File: config.mk
export PLATFORM = sky130hd
export DESIGN_NAME = acc_sat_round
export DESIGN_NICKNAME = d
export VERILOG_FILES = /design/src/rtl/acc_sat_pkg.sv /design/src/rtl/acc_ovf_detect.sv /design/src/rtl/acc_sat_clamp.sv /design/src/rtl/acc_round.sv /design/src/rtl/acc_sat_round.sv
export SDC_FILE = /design/constraint.sdc
export NUM_CORES = 1
export LEC_CHECK = 0
export BUFFER_PORTS_ARGS = -buffer_cell sky130_fd_sc_hd__buf_2
export CORE_MARGIN = 2
export CORE_UTILIZATION = 30
export CTS_BUF_LIST = sky130_fd_sc_hd__clkbuf_2
export DETAILED_ROUTE_END_ITERATION = 16
export PLACE_DENSITY = 0.56
export SYNTH_ARGS = -nofsm -noshare
export SYNTH_HDL_FRONTEND = slang
export SYNTH_HIERARCHICAL = 1
export SYNTH_SLANG_ARGS = --single-unit
File: constraint.sdc
create_clock -name clk_i -period 6.4 [get_ports clk_i]
set_input_delay 1.28 -clock clk_i [delete_from_list [all_inputs] [get_ports clk_i]]
set_output_delay 1.28 -clock clk_i [all_outputs]
set_load 0.005 [all_outputs]
File: src/rtl/acc_sat_pkg.sv
package acc_sat_pkg;
  typedef enum logic [1:0] {
    SAT_NONE  = 2'd0,
    SAT_NORM  = 2'd1,
    SAT_SUPER = 2'd2,
    SAT_RSVD  = 2'd3
  } sat_mode_e;
endpackage

File: src/rtl/acc_ovf_detect.sv
module acc_ovf_detect #(
  parameter int ACC_W  = 40,
  parameter int NORM_W = 32
) (
  input  logic [ACC_W-1:0] sum_i,
  input  logic             carry_i,
  input  logic             sign_a_i,
  input  logic             sign_b_i,
  output logic             true_neg_o,
  output logic             ovf_full_o,
  output logic             ovf_norm_o
);
  localparam int TOP_W = ACC_W - NORM_W + 1;

  // bit ACC_W of the sign-extended exact sum
  assign true_neg_o = sign_a_i ^ sign_b_i ^ carry_i;
  assign ovf_full_o = sum_i[ACC_W-1] != true_neg_o;
  assign ovf_norm_o = sum_i[ACC_W-1:NORM_W-1] != {TOP_W{true_neg_o}};
endmodule

File: src/rtl/acc_sat_clamp.sv
module acc_sat_clamp
  import acc_sat_pkg::*;
#(
  parameter int ACC_W  = 40,
  parameter int NORM_W = 32
) (
  input  sat_mode_e        mode_i,
  input  logic [ACC_W-1:0] sum_i,
  input  logic             true_neg_i,
  input  logic             ovf_full_i,
  input  logic             ovf_norm_i,
  output logic [ACC_W-1:0] res_o,
  output logic             clamped_o
);
  localparam logic [ACC_W-1:0] NORM_POS  = {{(ACC_W-NORM_W+1){1'b0}}, {(NORM_W-1){1'b1}}};
  localparam logic [ACC_W-1:0] NORM_NEG  = ~NORM_POS;
  localparam logic [ACC_W-1:0] SUPER_POS = {1'b0, {(ACC_W-1){1'b1}}};
  localparam logic [ACC_W-1:0] SUPER_NEG = ~SUPER_POS;

  always_comb begin
    res_o     = sum_i;
    clamped_o = 1'b0;
    unique case (mode_i)
      SAT_NORM: if (ovf_norm_i) begin
        res_o     = true_neg_i ? NORM_NEG : NORM_POS;
        clamped_o = 1'b1;
      end
      SAT_SUPER: if (ovf_full_i) begin
        res_o     = true_neg_i ? SUPER_NEG : SUPER_POS;
        clamped_o = 1'b1;
      end
      default: ;
    endcase
  end
endmodule

File: src/rtl/acc_round.sv
module acc_round #(
  parameter int ACC_W = 40,
  parameter int RND_W = 16
) (
  input  logic [ACC_W-1:0] acc_i,
  input  logic             conv_i,
  output logic [RND_W-1:0] rnd_o
);
  localparam logic [ACC_W-1:0] HALF     = ACC_W'(1) << (RND_W - 1);
  localparam logic [RND_W-1:0] HALF_LOW = {1'b1, {(RND_W-1){1'b0}}};

  logic [ACC_W-1:0] bumped;
  logic             tie;

  assign bumped = acc_i + HALF;
  assign tie    = acc_i[RND_W-1:0] == HALF_LOW;

  always_comb begin
    // even upper word on a tie: keep it, odd upper word: carry makes it even
    if (conv_i && tie && !acc_i[RND_W]) rnd_o = acc_i[2*RND_W-1:RND_W];
    else                                rnd_o = bumped[2*RND_W-1:RND_W];
  end

  always_comb begin

    if (conv_i && tie) tie_even_chk: assert (rnd_o[0] == 1'b0);

    if (!acc_i[RND_W-1]) trunc_chk: assert (rnd_o == acc_i[2*RND_W-1:RND_W]);
  end
endmodule

File: src/rtl/acc_sat_round.sv
module acc_sat_round
  import acc_sat_pkg::*;
#(
  parameter int ACC_W  = 40,
  parameter int NORM_W = 32,
  parameter int RND_W  = 16
) (
  input  logic             clk_i,
  input  logic             rst_ni,
  input  logic             wr_en_i,
  input  logic             acc_sel_i,
  input  logic [1:0]       sat_mode_i,
  input  logic             rnd_conv_i,
  input  logic [ACC_W-1:0] sum_i,
  input  logic             carry_i,
  input  logic             sign_a_i,
  input  logic             sign_b_i,
  input  logic [1:0]       clr_sat_i,
  input  logic [1:0]       clr_ovf_i,
  output logic [ACC_W-1:0] acc_a_o,
  output logic [ACC_W-1:0] acc_b_o,
  output logic             sat_a_o,
  output logic             sat_b_o,
  output logic             ovf_a_o,
  output logic             ovf_b_o,
  output logic [RND_W-1:0] rnd_o
);
  localparam int NUM_ACC = 2;
  localparam logic [ACC_W-1:0] SUPER_POS = {1'b0, {(ACC_W-1){1'b1}}};

  logic             true_neg, ovf_full, ovf_norm, clamped;
  logic [ACC_W-1:0] res;
  logic [ACC_W-1:0] acc_q [NUM_ACC];
  logic [NUM_ACC-1:0] sat_q, ovf_q;

  acc_ovf_detect #(.ACC_W(ACC_W), .NORM_W(NORM_W)) u_det (
    .sum_i      (sum_i),
    .carry_i    (carry_i),
    .sign_a_i   (sign_a_i),
    .sign_b_i   (sign_b_i),
    .true_neg_o (true_neg),
    .ovf_full_o (ovf_full),
    .ovf_norm_o (ovf_norm)
  );

  acc_sat_clamp #(.ACC_W(ACC_W), .NORM_W(NORM_W)) u_clamp (
    .mode_i     (sat_mode_e'(sat_mode_i)),
    .sum_i      (sum_i),
    .true_neg_i (true_neg),
    .ovf_full_i (ovf_full),
    .ovf_norm_i (ovf_norm),
    .res_o      (res),
    .clamped_o  (clamped)
  );

  for (genvar i = 0; i < NUM_ACC; i++) begin : gen_acc
    logic hit;
    assign hit = wr_en_i && (acc_sel_i == 1'(i));

    always_ff @(posedge clk_i or negedge rst_ni) begin
      if (!rst_ni) begin
        acc_q[i] <= '0;
        sat_q[i] <= 1'b0;
        ovf_q[i] <= 1'b0;
      end else begin
        if (hit) acc_q[i] <= res;
        // set has priority over clear so no event is lost
        if (hit && (ovf_full || clamped)) sat_q[i] <= 1'b1;
        else if (clr_sat_i[i])            sat_q[i] <= 1'b0;
        if (hit && ovf_norm)              ovf_q[i] <= 1'b1;
        else if (clr_ovf_i[i])            ovf_q[i] <= 1'b0;
      end
    end
  end

  assign acc_a_o = acc_q[0];
  assign acc_b_o = acc_q[1];
  assign sat_a_o = sat_q[0];
  assign sat_b_o = sat_q[1];
  assign ovf_a_o = ovf_q[0];
  assign ovf_b_o = ovf_q[1];

  acc_round #(.ACC_W(ACC_W), .RND_W(RND_W)) u_rnd (
    .acc_i  (acc_sel_i ? acc_q[1] : acc_q[0]),
    .conv_i (rnd_conv_i),
    .rnd_o  (rnd_o)
  );


  no_sat_pass_chk: assert property (@(posedge clk_i) disable iff (!rst_ni)
    (wr_en_i && !acc_sel_i && (sat_mode_i == 2'd0 || sat_mode_i == 2'd3))
    |=> acc_a_o == $past(sum_i));


  norm_range_chk: assert property (@(posedge clk_i) disable iff (!rst_ni)
    (wr_en_i && !acc_sel_i && sat_mode_i == 2'd1)
    |=> (acc_a_o[ACC_W-1:NORM_W-1] == '0 || acc_a_o[ACC_W-1:NORM_W-1] == '1));


  super_rail_chk: assert property (@(posedge clk_i) disable iff (!rst_ni)
    (wr_en_i && !acc_sel_i && sat_mode_i == 2'd2 && ovf_full)
    |=> acc_a_o == ($past(true_neg) ? ~SUPER_POS : SUPER_POS));


  sat_sticky_chk: assert property (@(posedge clk_i) disable iff (!rst_ni)
    (sat_a_o && !clr_sat_i[0]) |=> sat_a_o);


  ovf_cause_chk: assert property (@(posedge clk_i) disable iff (!rst_ni)
    $rose(ovf_a_o) |-> $past(wr_en_i && !acc_sel_i));


  idle_hold_chk: assert property (@(posedge clk_i) disable iff (!rst_ni)
    !wr_en_i |=> ($stable(acc_a_o) && $stable(acc_b_o)));
endmodule

==> results.md, run 1 <==
- Worst hold path class: reg -> reg
- Worst-margin pin slew: 1270 ps
- Die Span Y: 127 µm
- Num ports: 154
- Hold depth: 1
- Maximum vdd drop: 141 µV
- Later-pin clock latency in the skew report: 540 ps
- Hold Buf Count CTS: 0
- Reg clk slew, reported paths: 220 ps
- Cells on worst reg2reg path: 1
- I/O Buffers: 153
- Cell Area, Synth: 4530 µm²
- Synth Net Count: 412
- Placed cell area: 5440 µm²
- Final Hold Vio Count: 0
- Cell count after synthesis: 353
- Leakage: 2.90 nW
- CORE AREA: 14600 µm²
- Antenna diode count: 0
- Synth Warn #: 6
- Die Wd: 127 µm
- Final HPWL DP: 8.71 mm
- Die area: 16100 µm²
- Layout cell share with drive strength beyond 1: 56.9%
- Relative slew slack: 14.6%
- Pin count of the biggest net entering global routing: 85
- Final setup violating endpoints: 0
- PwrDens: 289 nW/µm²
- CTS resizes: 0
- TritonCTS clock tree: built
- Post-Syn Area per Cell: 12.8 µm²
- Final GP Congestion: 0.745
- HP Start: acc_a_o[32]
- Crit path DAT: 3670 ps
- CP startpoint kind: input port
- GRT Overall Usage: 15.5%
- CTS buffer count: 9
- Iteration-0 DRC Markers: 149
- Number of H-tree levels: 3
- Wire per inst: 17.9 µm
- Cell Rows: 44
- Worst R2R End: acc_b_o[6]
- Final nets: 560
- R2R Setup Slk: 5570 ps
- Fmax: 202 MHz
- Status: complete, no violations
- WHS Endpoint: acc_a_o[32]
- CP max FO: 36
- Initial Util: 30.9%
- RSZ-0062 raised after global routing: no
- Root Driver: clkbuf_2
- Reg2Reg Launch Point: acc_b_o[6]
- Fin. max-slew vios: 0
- Setup WS pre-CTS: 1390 ps
- Clock Skews: 0 ps
- DRC viols: 0
- Fin area: 5570 µm²
- Worst setup EP type: output port
- Number of global-route vias before repair: 3641
- First-pass GRT wire length: 19.3 mm
- Initial antenna violation count: 0
- Avg Vias per Cell: 5.04
- Final WS setup: 1450 ps
- WS Path Type: in -> out
- Total routed wirelength: 12.3 mm
- Vias after detailed routing: 3475
- Post-CTS Setup Inserts: 0
- Clk buf depth: 2
- CP required: 5120 ps
- Area Growth Syn to Fin: 22.9%
- Clock sinks: 84
- Setup TNS: 0 ps
- Grt total ovfl: 0
- Antenna-violating nets left: 0
- Initial DRT Pass Iterations: 4
- Max cap viols: 0
- Period utilization: 77.4%
- Tmin final: 4950 ps
-- layout by cell type, fill, tap and decap left out, types with 2 or more instances in the layout --
master / count
a21o_1: 38
a221o_1: 2
a22oi_1: 2
and2_1: 3
and3_1: 3
and4_1: 2
buf_2: 152
buf_4: 4
bufinv_16: 2
clkbuf_2: 12
dfrtp_1: 84
ha_1: 5
inv_1: 9
mux2_1: 6
mux2_2: 106
nand2_1: 3
nand2_2: 2
nand3_1: 7
nand4_1: 4
nor2_1: 4
nor2b_1: 2
nor3_1: 3
nor4_4: 2
o2111ai_1: 5
o21ai_0: 3
o22ai_1: 2
xnor2_1: 13
xor2_1: 5
-- worst max path at each step --
stage / to / slack (ps) / start
3_5_place_dp: rnd_o[15] / 1390 / acc_sel_i
6_report: rnd_o[15] / 1450 / acc_sel_i
3_3_place_gp: rnd_o[15] / 1470 / acc_sel_i
2_1_floorplan: rnd_o[11] / 2240 / acc_sel_i
4_1_cts: rnd_o[15] / 1390 / acc_sel_i
5_1_grt: rnd_o[15] / 1260 / acc_sel_i
-- cell type report --
class,instances,area (µm²)
Inverter,9,33.8
Multi-Input combinational cell,241,2280
Sequential cell,84,2100
Tap cell,184,230
Clock inverter,4,73.8
Fill cell,1462,9070
Timing Repair Buffer,156,791
Clock buffer,12,60.1
-- sequential cells by signal, summed over array words and instances, names as in the netlist --
signal,flops
ovf_b_o,1
sat_a_o,1
acc_a_o,40
ovf_a_o,1
sat_b_o,1
acc_b_o,40
-- worst max-delay path, cell delays in order --
cell and delay, ps:
buf_2 690, mux2_2 420, nor4b_1 390, nand2_2 260, o211ai_1 290, xnor2_1 170
buf_2 150
-- routing by layer --
layer / global-route usage [%] / up-vias / wire length [µm]
li1: - / 1597 / -
met1: 18.7 / 1734 / 5330
met2: 26.1 / 128 / 6000
met3: 4.77 / 16 / 768
met4: 5.43 / 0 / 237
met5: 0 / - / 0
-- power by group --
part / switching (W) / internal, W
combinational: 0.000254 / 0.000306
clock: 0.000180 / 0.000134
sequential: 0.0000879 / 0.000649
total: 0.000522 / 0.00109
-- stage by stage --
stage	cells	total power, W	hold WS, ps	utilization, %
after detailed placement	674	0.00132	472	37.1
after CTS	690	0.00164	529	38.0
after floorplan	353	0.00106	483	-
final	690	0.00161	521	38.0
after global placement	674	0.00130	471	37.1
after global routing	690	0.00173	557	38.0
No activity file was read; power rests on OpenSTA's default activity.
==> run 2: changes to the inputs <==
==> constraint.sdc (replaced) <==
create_clock -name clk_i -period 5 [get_ports clk_i]
set_input_delay 1 -clock clk_i [delete_from_list [all_inputs] [get_ports clk_i]]
set_output_delay 1 -clock clk_i [all_outputs]
set_load 0.005 [all_outputs]
==> run 2 against run 1 <==
  * Register-to-register slack got worse by 1400 ps
  * First-iteration DRC count decreased by 21%
  * Worst hold slack got worse by 8.0 ps
  * Wire length decreased by 1.3%
  * Utilization decreased by 0.26 points
  * Combinational power increased by 29%
  * Largest cell class unchanged
  * Clock power increased by 4%
==> results.md, run 2 (synthesis results as in run 1) <==
- Status: complete, no violations (unchanged)
- Fin. max-slew vios: 0 (unchanged)
- WS Path Type: in -> out (unchanged)
- Die Wd: 127 µm (unchanged)
- Number of H-tree levels: 3 (unchanged)
- Tmin final: 4160 ps
- CP required: 4000 ps (was 5120 ps)
- CTS resizes: 0 (unchanged)
- Cell Rows: 44 (unchanged)
- Initial antenna violation count: 0 (unchanged)
- Hold Buf Count CTS: 0 (unchanged)
- CORE AREA: 14600 µm² (unchanged)
- RSZ-0062 raised after global routing: no (unchanged)
- Power after layout: 0.00199 W (was 0.00161 W)
- Leakage: 2.87 nW (was 2.90 nW)
- Reg clk slew, reported paths: 200 ps (was 220 ps)
- Layout cell share with drive strength beyond 1: 56.5% (was 56.9%)
- Maximum vdd drop: 148 µV (was 141 µV)
- Die area: 16100 µm² (unchanged)
- Grt total ovfl: 0 (unchanged)
- First-pass GRT wire length: 19.1 mm (was 19.3 mm)
- PwrDens: 360 nW/µm² (was 289 nW/µm²)
- Clk buf depth: 2 (unchanged)
- Fmax: 240 MHz
- Vias after detailed routing: 3449 (was 3475)
- Antenna-violating nets left: 0 (unchanged)
- Area Growth Syn to Fin: 22.1% (was 22.9%)
- Setup WS pre-CTS: 699 ps (was 1390 ps)
- CTS buffer count: 9 (unchanged)
- Crit path DAT: 3160 ps (was 3670 ps)
- Final setup violating endpoints: 0 (unchanged)
- DRC viols: 0 (unchanged)
- Wire per inst: 17.7 µm (was 17.9 µm)
- Post-CTS Setup Inserts: 0 (unchanged)
- Clock sinks: 84 (unchanged)
- TritonCTS clock tree: built (unchanged)
- Initial DRT Pass Iterations: 4 (unchanged)
- Clock Skews: 0 ps (unchanged)
- Post-route insts no fill: 688 (was 690)
- Initial Util: 30.9% (unchanged)
- GRT Overall Usage: 15.2% (was 15.5%)
- Setup TNS: 0 ps (unchanged)
- Worst setup EP type: output port (unchanged)
- CP max FO: 22 (was 36)
- Later-pin clock latency in the skew report: 540 ps (about the same)
- Final Hold Vio Count: 0 (unchanged)
- Number of global-route vias before repair: 3579 (was 3641)
- Die Span Y: 127 µm (unchanged)
- Num ports: 154 (unchanged)
- Placed Cells: 675 (was 674)
- Iteration-0 DRC Markers: 117 (was 149)
- I/O Buffers: 153 (unchanged)
- CP startpoint kind: input port (unchanged)
- Final WS setup: 841 ps (was 1450 ps)
- Relative slew slack: 14.4% (was 14.6%)
- Max cap viols: 0 (unchanged)
- Worst hold path class: reg -> reg (unchanged)
- Commonest non-fill, non-tap cell in the layout: buf_2 (unchanged)
- Avg Vias per Cell: 5.01 (was 5.04)
- Worst-margin pin slew: 1280 ps (was 1270 ps)
- Final HPWL DP: 8.80 mm (was 8.71 mm)
- Most frequent cells in the layout: buf_2 (152), mux2_2 (106), dfrtp_1 (84) (unchanged)
- Total routed wirelength: 12.2 mm (was 12.3 mm)
- Final GP Congestion: 0.747 (was 0.745)
- Period utilization: 83.2%
- Root Driver: clkbuf_2 (unchanged)
- Final nets: 561 (was 560)
- Pin count of the biggest net entering global routing: 85 (unchanged)
- Antenna diode count: 0 (unchanged)
## run 2: final cells by class
class	count	area (µm²)
clock buffers	9	45.0
inverters	9	33.8
flip-flops and latches	84	2100
clock inverters	4	43.8
multi-input cells	241	2280
well taps	184	230
repair buffers	157	798
fillers	1477	9110
## run 2: power by group
| part | internal (W) | switching (W) | leakage, nW | total (W) |
|---|---|---|---|---|
| registers | 0.000831 | 0.000113 | 1.03 | 0.000944 |
| clock network | 0.000104 | 0.000223 | 0.0609 | 0.000327 |
| logic | 0.000392 | 0.000330 | 1.78 | 0.000721 |
| total | 0.00133 | 0.000665 | 2.87 | 0.00199 |
## run 2: per-stage QoR
stage / hold slack (ps) / util (%) / instance area [µm²]
2_1_floorplan: 483 / - / 4530
3_3_place_gp: 470 / 37.2 / 5440
3_5_place_dp: 469 / 37.2 / 5440
4_1_cts: 524 / 37.8 / 5530
5_1_grt: 526 / 37.8 / 5530
6_report: 513 / 37.8 / 5530
## run 2: path summary, 6_finish.rpt
path	from	end	slack (ps)	cells after the start
hold / removal	acc_a_o[33]	acc_a_o[33]	510	1
setup / recovery	acc_sel_i	rnd_o[13]	840	8
min in group asynchronous	rst_ni	acc_b_o[26]	590	1
hold reg to reg	acc_a_o[33]	acc_a_o[33]	510	1
max in group asynchronous	rst_ni	acc_b_o[4]	3710	1
setup reg to reg	acc_b_o[6]	acc_b_o[6]	4160	1
## run 2: worst max-delay path, stage by stage
cell       delay (ps)
buf_2             450
buf_4             350
mux2_2            410
and4_1            260
and2_1            220
o2111ai_1         140
xnor2_1           170
buf_2             150
## run 2: per-layer routing
layer | track usage, % | up-vias | part of all wire (%)
li1 | - | 1597 | -
met1 | 18.5 | 1748 | 43
met2 | 25.7 | 94 | 49
met3 | 5.02 | 10 | 6.3
met4 | 4.65 | 0 | 1.2
met5 | 0 | - | 0
